`config.mk`:
```
export PLATFORM = sky130hd
export DESIGN_NAME = lpc_mem_target
export DESIGN_NICKNAME = d
export VERILOG_FILES = /design/src/rtl/lpc_tgt_pkg.sv /design/src/rtl/lpc_tgt_counter.sv /design/src/rtl/lpc_tgt_capture.sv /design/src/rtl/lpc_mem_target.sv
export SDC_FILE = /design/constraint.sdc
export NUM_CORES = 1
export LEC_CHECK = 0
export BUFFER_PORTS_ARGS = -buffer_cell sky130_fd_sc_hd__buf_2
export CORE_UTILIZATION = 40
export DETAILED_ROUTE_END_ITERATION = 12
export PLACE_DENSITY = 0.71
export SLEW_MARGIN = 20
export SYNTH_ARGS = -nofsm -noshare
export SYNTH_HDL_FRONTEND = slang
export SYNTH_SLANG_ARGS = --single-unit
```
`constraint.sdc`:
```
create_clock -name clk -period 2.7 [get_ports clk]
set_clock_uncertainty 0.05 [all_clocks]
set_input_delay 0.81 -clock clk [delete_from_list [all_inputs] [get_ports clk]]
set_output_delay 0.81 -clock clk [all_outputs]
set_load 0.02 [all_outputs]
```
`src/rtl/lpc_tgt_pkg.sv`:
```
package lpc_tgt_pkg;
  typedef enum logic [3:0] {
    ST_IDLE,
    ST_TYPE,
    ST_ADDR,
    ST_WLO,
    ST_WHI,
    ST_HTAR1,
    ST_HTAR2,
    ST_WAIT,
    ST_SYNC,
    ST_DLO,
    ST_DHI,
    ST_TTAR
  } lpc_state_e;

  localparam logic [3:0] NIB_START = 4'h0;
  localparam logic [3:0] NIB_WAIT  = 4'h5;
  localparam logic [3:0] NIB_READY = 4'h0;
  localparam logic [3:0] NIB_TAR   = 4'hF;
  localparam logic [1:0] TYPE_MEM  = 2'b01;
endpackage

```
`src/rtl/lpc_tgt_counter.sv`:
```
module lpc_tgt_counter #(
  parameter int W = 4
) (
  input  logic         clk,
  input  logic         clr,
  input  logic         inc,
  output logic [W-1:0] cnt
);
  always_ff @(posedge clk) begin
    if (clr)      cnt <= '0;
    else if (inc) cnt <= cnt + 1'b1;
  end
endmodule

```
`src/rtl/lpc_tgt_capture.sv`:
```
module lpc_tgt_capture #(
  parameter int KEEP_W = 24
) (
  input  logic              clk,
  input  logic              shift_en,
  input  logic              lo_en,
  input  logic              hi_en,
  input  logic [3:0]        nib,
  output logic [KEEP_W-1:0] addr_q,
  output logic [KEEP_W-1:0] addr_nxt,
  output logic [7:0]        data_q
);
  assign addr_nxt = {addr_q[KEEP_W-5:0], nib};

  always_ff @(posedge clk) begin
    if (shift_en) addr_q <= addr_nxt;
    if (lo_en)    data_q[3:0] <= nib;
    if (hi_en)    data_q[7:4] <= nib;
  end
endmodule

```
`src/rtl/lpc_mem_target.sv`:
```
module lpc_mem_target
  import lpc_tgt_pkg::*;
#(
  parameter int WAITS  = 2,
  parameter int ADDR_W = 32,
  parameter int OFFS_W = 20,
  parameter int ID_W   = 3
) (
  input  logic              clk,
  input  logic              rst,
  input  logic              init_n,
  input  logic              frame_n,
  input  logic [3:0]        lad_in,
  output logic [3:0]        lad_out,
  output logic              lad_oe,
  input  logic [ID_W-1:0]   id_strap,
  output logic              rd_req,
  output logic              wr_stb,
  output logic              be_array,
  output logic [OFFS_W-1:0] be_addr,
  output logic [7:0]        be_wdata,
  input  logic [7:0]        be_rdata
);
  localparam int ADDR_NIBS = ADDR_W / 4;
  localparam int SEL_BIT   = OFFS_W + ID_W;
  localparam int KEEP_W    = SEL_BIT + 1;
  localparam int MAXC      = (ADDR_NIBS > WAITS) ? ADDR_NIBS : WAITS;
  localparam int CNT_W     = $clog2(MAXC) + 1;
  localparam logic [CNT_W-1:0] ADDR_LAST = CNT_W'(ADDR_NIBS - 1);
  localparam logic [CNT_W-1:0] WAIT_LAST = CNT_W'(WAITS - 1);

  lpc_state_e        state;
  logic              is_wr;
  logic              hold;
  logic              abort;
  logic [CNT_W-1:0]  cnt;
  logic              cnt_clr;
  logic              cnt_inc;
  logic [KEEP_W-1:0] addr_q;
  logic [KEEP_W-1:0] addr_nxt;
  logic [7:0]        data_q;
  logic [7:0]        rdata_q;
  logic              id_hit;

  assign hold  = rst || !init_n;
  assign abort = !frame_n;

  assign cnt_clr = hold || abort || (state == ST_TYPE) || (state == ST_HTAR2);
  assign cnt_inc = (state == ST_ADDR) || (state == ST_WAIT);

  lpc_tgt_counter #(.W(CNT_W)) u_cnt (
    .clk (clk),
    .clr (cnt_clr),
    .inc (cnt_inc),
    .cnt (cnt)
  );

  lpc_tgt_capture #(.KEEP_W(KEEP_W)) u_cap (
    .clk      (clk),
    .shift_en (frame_n && state == ST_ADDR),
    .lo_en    (frame_n && state == ST_WLO),
    .hi_en    (frame_n && state == ST_WHI),
    .nib      (lad_in),
    .addr_q   (addr_q),
    .addr_nxt (addr_nxt),
    .data_q   (data_q)
  );

  assign id_hit   = (addr_nxt[OFFS_W +: ID_W] == id_strap);
  assign be_array = addr_q[SEL_BIT];
  assign be_addr  = addr_q[OFFS_W-1:0];
  assign be_wdata = data_q;
  assign rd_req   = (state == ST_WAIT) && (cnt == WAIT_LAST);

  always_ff @(posedge clk) begin
    wr_stb <= 1'b0;
    if (hold) begin
      state  <= ST_IDLE;
      lad_oe <= 1'b0;
      is_wr  <= 1'b0;
    end else if (abort) begin
      lad_oe <= 1'b0;
      state  <= (lad_in == NIB_START) ? ST_TYPE : ST_IDLE;
    end else begin
      unique case (state)
        ST_IDLE: state <= ST_IDLE;
        ST_TYPE: begin
          is_wr <= lad_in[1];
          state <= (lad_in[3:2] == TYPE_MEM) ? ST_ADDR : ST_IDLE;
        end
        ST_ADDR: begin
          if (cnt == ADDR_LAST) begin
            if (!id_hit)    state <= ST_IDLE;
            else if (is_wr) state <= ST_WLO;
            else            state <= ST_HTAR1;
          end
        end
        ST_WLO: state <= ST_WHI;
        ST_WHI: begin
          wr_stb <= 1'b1;
          state  <= ST_HTAR1;
        end
        ST_HTAR1: state <= ST_HTAR2;
        ST_HTAR2: begin
          lad_oe  <= 1'b1;
          lad_out <= is_wr ? NIB_READY : NIB_WAIT;
          state   <= is_wr ? ST_SYNC : ST_WAIT;
        end
        ST_WAIT: begin
          if (cnt == WAIT_LAST) begin
            rdata_q <= be_rdata;
            lad_out <= NIB_READY;
            state   <= ST_SYNC;
          end
        end
        ST_SYNC: begin
          lad_out <= is_wr ? NIB_TAR : rdata_q[3:0];
          state   <= is_wr ? ST_TTAR : ST_DLO;
        end
        ST_DLO: begin
          lad_out <= rdata_q[7:4];
          state   <= ST_DHI;
        end
        ST_DHI: begin
          lad_out <= NIB_TAR;
          state   <= ST_TTAR;
        end
        ST_TTAR: begin
          lad_oe <= 1'b0;
          state  <= ST_IDLE;
        end
        default: state <= ST_IDLE;
      endcase
    end
  end
endmodule

```
# Word level (Yosys, flattened, before mapping)

Cells that the tools add are included.

Add/subtract/negate cells: 1
Equal/unequal tests: 18
Multiplexer cells: 16
Bitwise logic cells: 2
Reduce and logical (&&, ||, !) cells: 19

Operator list:

| kind                                                | number |
|---|---|
| case mux 4 bit (10 select lines)                    | 1 |
| 2-to-1 mux 4 bit                                    | 6 |
| equality test 4 x 3 -> 1 bit, second input constant | 5 |
| case mux 4 bit (5 select lines)                     | 1 |
| equality test 4 bit, second input constant          | 4 |
| 2-to-1 mux 3 bit                                    | 3 |
| equality test 4 x 1 -> 1 bit, second input constant | 2 |
| equality test 4 x 2 -> 1 bit, second input constant | 2 |
| AND reduction 4 bit                                 | 2 |
| != test 3 x 2 -> 1 bit, second input constant       | 2 |
| logical OR 1 bit                                    | 5 |
| nonzero test 5 bit                                  | 1 |
| adder 4 x 1 -> 4 bit, second input constant         | 1 |
| logical AND 1 bit                                   | 4 |
| logical NOT 4 bit                                   | 1 |
| 2-to-1 mux 2 bit                                    | 2 |
| AND reduction 2 bit                                 | 2 |
| equality test 3 bit                                 | 1 |
| equality test 2 x 1 -> 1 bit, second input constant | 1 |
| logical NOT 1 bit                                   | 2 |
| 2-to-1 mux 1 bit                                    | 2 |
| != test 2 x 1 -> 1 bit, second input constant       | 1 |
| inverter 1 bit                                      | 2 |
| case mux 1 bit (2 select lines)                     | 1 |
| 2 further kinds                                     | 2 |

Flip-flop bits (word level): 55
Bits of input ports: 19
Output and inout port bits: 36

# Depth between registers and ports, before layout

Gate-level depths: netlist (run 1).

Depth after elaboration: 5
Gate-level depth with buffers: 7

# Cells and area by module

Synthesis (run 1) repeated with hierarchy kept, for this count alone.

Cell total of the unflattened synthesis: 193
Area, all modules: 2389.8 um^2

By module, submodules not included:

| module          | times used | cells each | area each (um^2) |
|---|---|---|---|
| lpc_tgt_capture | 1          | 56         | 1141.1 |
| lpc_mem_target  | 1          | 121        | 1069.8 |
| lpc_tgt_counter | 1          | 16         | 178.9 |

# Worst setup path before layout (run 1)

OpenSTA, ideal clock, no wires.

Path type: in2reg
From: input init_n
To: register rdata_q[0], enable pin
Data arrival time: 1.734 ns
Required time: 2.267 ns
Slack: 0.533 ns
Stages: 3
Cells stage by stage: nor2b_1 > nand2_1 > nor3_1

Cells in the longest elaborated chain, start to end: 4

Ends and longest elaborated chain:

| item                          | line                  | source |
|---|---|---|
| start: declaration            | lpc_mem_target.sv:11  | `input logic init_n,` |
| logical NOT 1 bit             | lpc_mem_target.sv:45  | `assign hold = rst \|\| !init_n;` |
| logical OR 1 bit              | lpc_mem_target.sv:45  |  |
| inverter 1 bit (no line)      | -                     |  |
| AND reduction 4 bit (no line) | -                     |  |
| end signal: assignment        | lpc_mem_target.sv:111 | `rdata_q <= be_rdata;` |
| end: declaration              | lpc_mem_target.sv:42  | `logic [7:0] rdata_q;` |

Every way passes these cells.
A chain may end at the register's enable or synchronous reset.

# Final worst setup path (run 1)

From: register u_cnt.cnt[0]
To: output rd_req

Cells in the longest elaborated chain, start to end: 2

Ends and longest elaborated chain:

| item                         | line                  | source |
|---|---|---|
| start: declaration           | lpc_tgt_counter.sv:7  | `output logic [W-1:0] cnt` |
| start signal: assignment     | lpc_tgt_counter.sv:11 | `else if (inc) cnt <= cnt + 1'b1;` |
| equality test 4 x 1 -> 1 bit | lpc_mem_target.sv:73  | `assign rd_req = (state == ST_WAIT) && (cnt == WAIT_LAST);` |
| logical AND 1 bit            | lpc_mem_target.sv:73  |  |
| end: declaration             | lpc_mem_target.sv:17  | `output logic rd_req,` |

Every way passes these cells.

==> impl_metrics.tcl, run 1 <==
set metrics [dict create \
    status "finished clean" \
    startpoint_type "flop" \
    cts.root.buffer_cell "clkbuf_8" \
    numCtsBuffers 5 \
    multiInputGateArea_sq_um 627 \
    synth.avg_cell_area_sq_um 13.2 \
    drt_wl_total_mm 3.93 \
    overflow 0 \
    synth-async-reset-ratio 0 \
    vias 1465 \
    placementRows 26 \
    cp.buffers_inverters 1 \
    synth_area_leaders "edfxtp_1, dfxtp_1, xnor2_1, nand2_1, a21oi_1" \
    avgRoutedWirePerCell_microns 13.4 \
    first_iter_violations 63 \
    insertion_delay_ns 0.30 \
    crit_family "simple AND/OR/NAND/NOR gates" \
    rsz0062_at_grt "false" \
    power_density_mw_per_mm2 508 \
    crit_slowest_cell "dfxtp_1" \
    cp.required_ns 1.84 \
    cts_setup_buffers 0 \
    die_x_microns 75.5 \
    syn_area_sq_mm 0.00216 \
    crit_type "reg -> out" \
    finalPower_mw 1.32 \
    yosys.area.top_type "edfxtp_1" \
    yosysTopAreaCellShare 0.570 \
    setup_ws_ns 0.272 \
    hold_viol 0 \
    start_util 0.420 \
    diodes 0 \
    hold_path_class "reg -> reg" \
    fin_util 0.506 \
    cts-resized-gates 0 \
    clk_pin_slew_ns 0.09 \
    slew_viol_final 0 \
    cp-end-kind "output pin" \
    regArea_sq_mm 0.00145 \
    crit_fanout 4 \
    area_growth_pct 20.4 \
    antenna_found_initial 0 \
    max_slew_margin 0.687 \
    synth_most_common_cell "edfxtp_1" \
    period_needed_ns 2.43 \
    setup_violations 0 \
    drive_gt1_frac 0.332 \
    crit_chain "ha_1, or3b_4, nor2_1, buf_2" \
    fmax_mhz 412 \
    synth_common_cells "edfxtp_1, dfxtp_1, nand2_1" \
    yosys.cell_types.count 40 \
    cts_tree "built" \
    arrival_ns 1.57 \
    synth_edf_count 41 \
    cap_violations 0 \
    fin_hold_ws_ns 0.397 \
    syn_nets 185 \
    dp_hpwl_mm 2.96 \
    routabilityCongestion 0.824 \
    fill_cells 477 \
    grt_pass1_vias 1304 \
    layout_worst_path_cycle_share 0.899 \
    cts_max_path_buffers 2 \
    pin_count 55 \
    grt_max_degree 22 \
    yosys_register_bits 52 \
    portBuffers 54 \
    ir_worst_vdd_uv 325 \
    preCtsSetupSlack_ns 0.583 \
    leakagePower_nw 0.931 \
    avgViaCountPerCell 5.00 \
    grt_pass1_wl_mm 6.23 \
    drc 0 \
    tns_ns 0 \
    syn_inst 164 \
    h-tree-depth 2 \
    synth_flop_cell "edfxtp_1" \
    fp.dieH_microns 75.5 \
    worst_pin_slew_ns 0.468 \
    coreArea_sq_mm 0.00514 \
    nets 243 \
    yosys_warnings 0 \
    crit_path_max_incr_delay_ns 0.42 \
    first_pass_iters 4 \
    postRouteAntennaNets 0 \
    track_usage 0.149 \
    hold_buffers 0 \
    seq_area_frac_synth 0.672 \
    clkSinkCount 52 \
    die_area_sq_mm 0.00570 \
]
worst reg2reg max path, stage by stage (launching register included):
cell	delay [ns]
dfxtp_1	0.55
buf_4	0.29
and4b_1	0.28
or2_1	0.24
nand4_2	0.13
xor2_1	0.14
nor2_1	0.05
layer usage:
metal  track usage  vias up  wire, microns
met5             0        -              0
met4        0.0556        0             53
met3        0.0370        4            152
met2         0.241       37           1920
met1         0.195      704           1800
li1              -      720              -
cell families (layout without fill, tap and decap cells):
family / after synthesis / after routing / share of synthesized area
buf+inv: 16 / 75 / 0.0382
compound gates: 33 / 33 / 0.100
flops: 52 / 52 / 0.672
xor+xnor: 7 / 7 / 0.0284
fa+ha+maj: 2 / 2 / 0.0116
simple gates: 52 / 52 / 0.141
mux: 2 / 2 / 0.00926
cell usage in the layout (no fill, tap or decap), types with 5 or more instances in the layout:
master,instances
o21ai_0,6
nand2b_1,6
xnor2_1,5
buf_2,54
a21oi_1,8
nor2_1,10
nor4_1,5
dfxtp_1,11
inv_1,5
clkbuf_8,5
buf_4,7
edfxtp_1,41
nand2_1,11
area by class of cell:
class                      instances  share of cell area
clock inverter                     3             0.00818
sequential                        52               0.558
multi-input combinational         96               0.241
inverter                           6             0.00866
tap                               70              0.0337
clock buffer                       5              0.0265
timing repair buffer              61               0.124
worst paths after layout:
path | to | start | cells after the start | slack (ns)
setup / recovery | rd_req | u_cnt.cnt[0] | 4 | 0.27
hold / removal | u_cap.addr_q[11] | u_cap.addr_q[7] | 0 | 0.40
setup reg to reg | u_cnt.cnt[3] | state[0] | 6 | 0.86
hold reg to reg | u_cap.addr_q[11] | u_cap.addr_q[7] | 0 | 0.40
where the power goes:
part	leakage, nW	internal (mW)	switching, mW
registers	0.449	0.855	0.000299
logic	0.437	0.0134	0.0141
clock network	0.0445	0.184	0.255
total	0.931	1.05	0.269
state kept, by name (all words and copies together) (netlist names):
name	count
u_cap.data_q	8
lad_oe	1
u_cap.addr_q	21
state	4
is_wr	1
rdata_q	8
u_cnt.cnt	4
wr_stb	1
lad_out	4
stage by stage:
| step | area [sq um] | cells |
|---|---|---|
| 2_1_floorplan | 2160 | 164 |
| 3_3_place_gp | 2510 | 285 |
| 3_5_place_dp | 2510 | 285 |
| 4_1_cts | 2600 | 293 |
| 5_1_grt | 2600 | 293 |
| 6_report | 2600 | 293 |
(Power assumes the default switching activity.)
==> inputs of run 2 (changes only) <==
Settings changed: CORE_UTILIZATION 40 to 45, PLACE_DENSITY 0.71 to 0.77, RECOVER_POWER set to 100.
==> run 2 against run 1 <==
  * Worst setup slack got worse by 0.043 ns
  * Worst hold slack better by 0.0057 ns
  * Global-route usage up 2.1 points
  * First-iteration DRC count is 27% higher
  * Cell area down 3.4%
  * Core utilization up 5.5 points
  * Critical endpoint is now u_cap.addr_q[16]
==> impl_metrics.tcl, run 2 (synthesized netlist as in run 1, its figures left out) <==
set metrics [dict create \
    nets 243 \
    postLayoutCellArea_sq_mm 0.00251 \
    fp.dieH_microns 71.3 \
    drt_wl_total_mm 4.18 \
    startpoint_type "flop" \
    grt_pass1_vias 1405 \
    layout_worst_path_cycle_share 0.915 \
    diodes 0 \
    crit_type "reg -> reg" \
    overflow 0 \
    clkSinkCount 52 \
    power_density_mw_per_mm2 555 \
    hold_viol 0 \
    grt_pass1_wl_mm 6.51 \
    max_slew_margin 0.363 \
    worst_pin_slew_ns 0.942 \
    finalPower_mw 1.39 \
    p_int_mw 1.14 \
    dp_hpwl_mm 2.99 \
    slew_viol_final 0 \
    vias 1481 \
    final_common_cell "clkbuf_1" \
    cap_violations 0 \
    regArea_sq_mm 0.00145 \
    area_growth_pct 16.3 \
    cts_tree "built" \
    placementRows 24 \
    grt_max_degree 24 \
    p_clk_frac 0.366 \
    portBuffers 54 \
    setup_violations 0 \
    multiInputGateArea_sq_um 609 \
    insertion_delay_ns 0.30 \
    cp.required_ns 2.59 \
    pin_count 55 \
    die_area_sq_mm 0.00508 \
    switching_share 0.180 \
    cts-resized-gates 0 \
    drc 0 \
    regMostFlops "u_cap.addr_q" \
    hold_buffers 0 \
    p_sw_uw 251 \
    first_pass_iters 4 \
    fill_cells 386 \
    layout_common_cells "clkbuf_1, edfxtp_1, buf_2" \
    avgRoutedWirePerCell_microns 15.2 \
    setup_ws_ns 0.229 \
    preCtsSetupSlack_ns 0.567 \
    start_util 0.483 \
    die_x_microns 71.3 \
    ir_worst_vdd_uv 430 \
    routabilityCongestion 0.820 \
    h-tree-depth 2 \
    avgViaCountPerCell 5.39 \
    placed_area_sq_mm 0.00249 \
    period_needed_ns 2.47 \
    reg_top3 "u_cap.addr_q: 21 flops, rdata_q: 8 flops, u_cap.data_q: 8 flops" \
    cts.root.buffer_cell "clkbuf_8" \
    arrival_ns 2.36 \
    clk_pin_slew_ns 0.08 \
    fmax_mhz 405 \
    rsz0062_at_grt "false" \
    antenna_found_initial 0 \
    cp-end-kind "flop" \
    cts_setup_buffers 0 \
    leakagePower_nw 0.810 \
    numCtsBuffers 5 \
    hold_path_class "reg -> reg" \
    postRouteAntennaNets 0 \
    p_comb_frac 0.020 \
    first_iter_violations 80 \
    seqPwrFrac 0.614 \
    largest_reg_flops 21 \
    status "finished clean" \
    tns_ns 0 \
    coreArea_sq_mm 0.00447 \
    fin_util 0.562 \
    track_usage 0.170 \
    crit_fanout 21 \
    cts_max_path_buffers 2 \
    drive_gt1_frac 0.126 \
]
run 2: critical path, cell delays in order, from the launching register on:
cell and delay, ns:
dfxtp_1 0.46, nor4b_1 0.87, and2_0 0.27, clkbuf_2 0.46
run 2: final cells by class:
| class | instances | area share |
|---|---|---|
| repair buffers | 61 | 0.102 |
| well taps | 52 | 0.0259 |
| inverters | 6 | 0.00896 |
| clock buffers | 6 | 0.0289 |
| clock inverters | 2 | 0.0139 |
| flip-flops and latches | 52 | 0.578 |
| multi-input cells | 96 | 0.243 |
run 2: per-layer routing:
| layer | up-vias | track usage | part of all wire |
|---|---|---|---|
| met2 | 41 | 0.278 | 0.52 |
| met4 | 0 | 0.0578 | 0.0043 |
| met5 | - | 0 | 0 |
| li1 | 726 | - | - |
| met1 | 712 | 0.217 | 0.42 |
| met3 | 2 | 0.0506 | 0.054 |
run 2: per-stage QoR:
stage,hold slack (ns),instances
CTS,0.398,275
floorplan,0.443,164
global route,0.409,275
global placement,0.373,267
finish,0.403,275
detailed placement,0.376,267
run 2: final timing paths:
kind | slack, ns | start | depth (start not counted) | to
worst max-delay path | 0.23 | state[0] | 3 | u_cap.addr_q[16]
worst min-delay path | 0.40 | u_cap.addr_q[5] | 0 | u_cap.addr_q[9]
worst max register to register | 0.23 | state[0] | 3 | u_cap.addr_q[16]
worst min register to register | 0.40 | u_cap.addr_q[5] | 0 | u_cap.addr_q[9]
run 2: power groups by stage:
stage / Sequential [mW] / Combinational, mW / Clock (mW)
finish: 0.856 / 0.0283 / 0.510
global route: 0.856 / 0.0309 / 0.548
CTS: 0.856 / 0.0293 / 0.525
detailed placement: 0.874 / 0.0289 / 0
global placement: 0.874 / 0.0278 / 0
floorplan: 0.874 / 0.00866 / 0
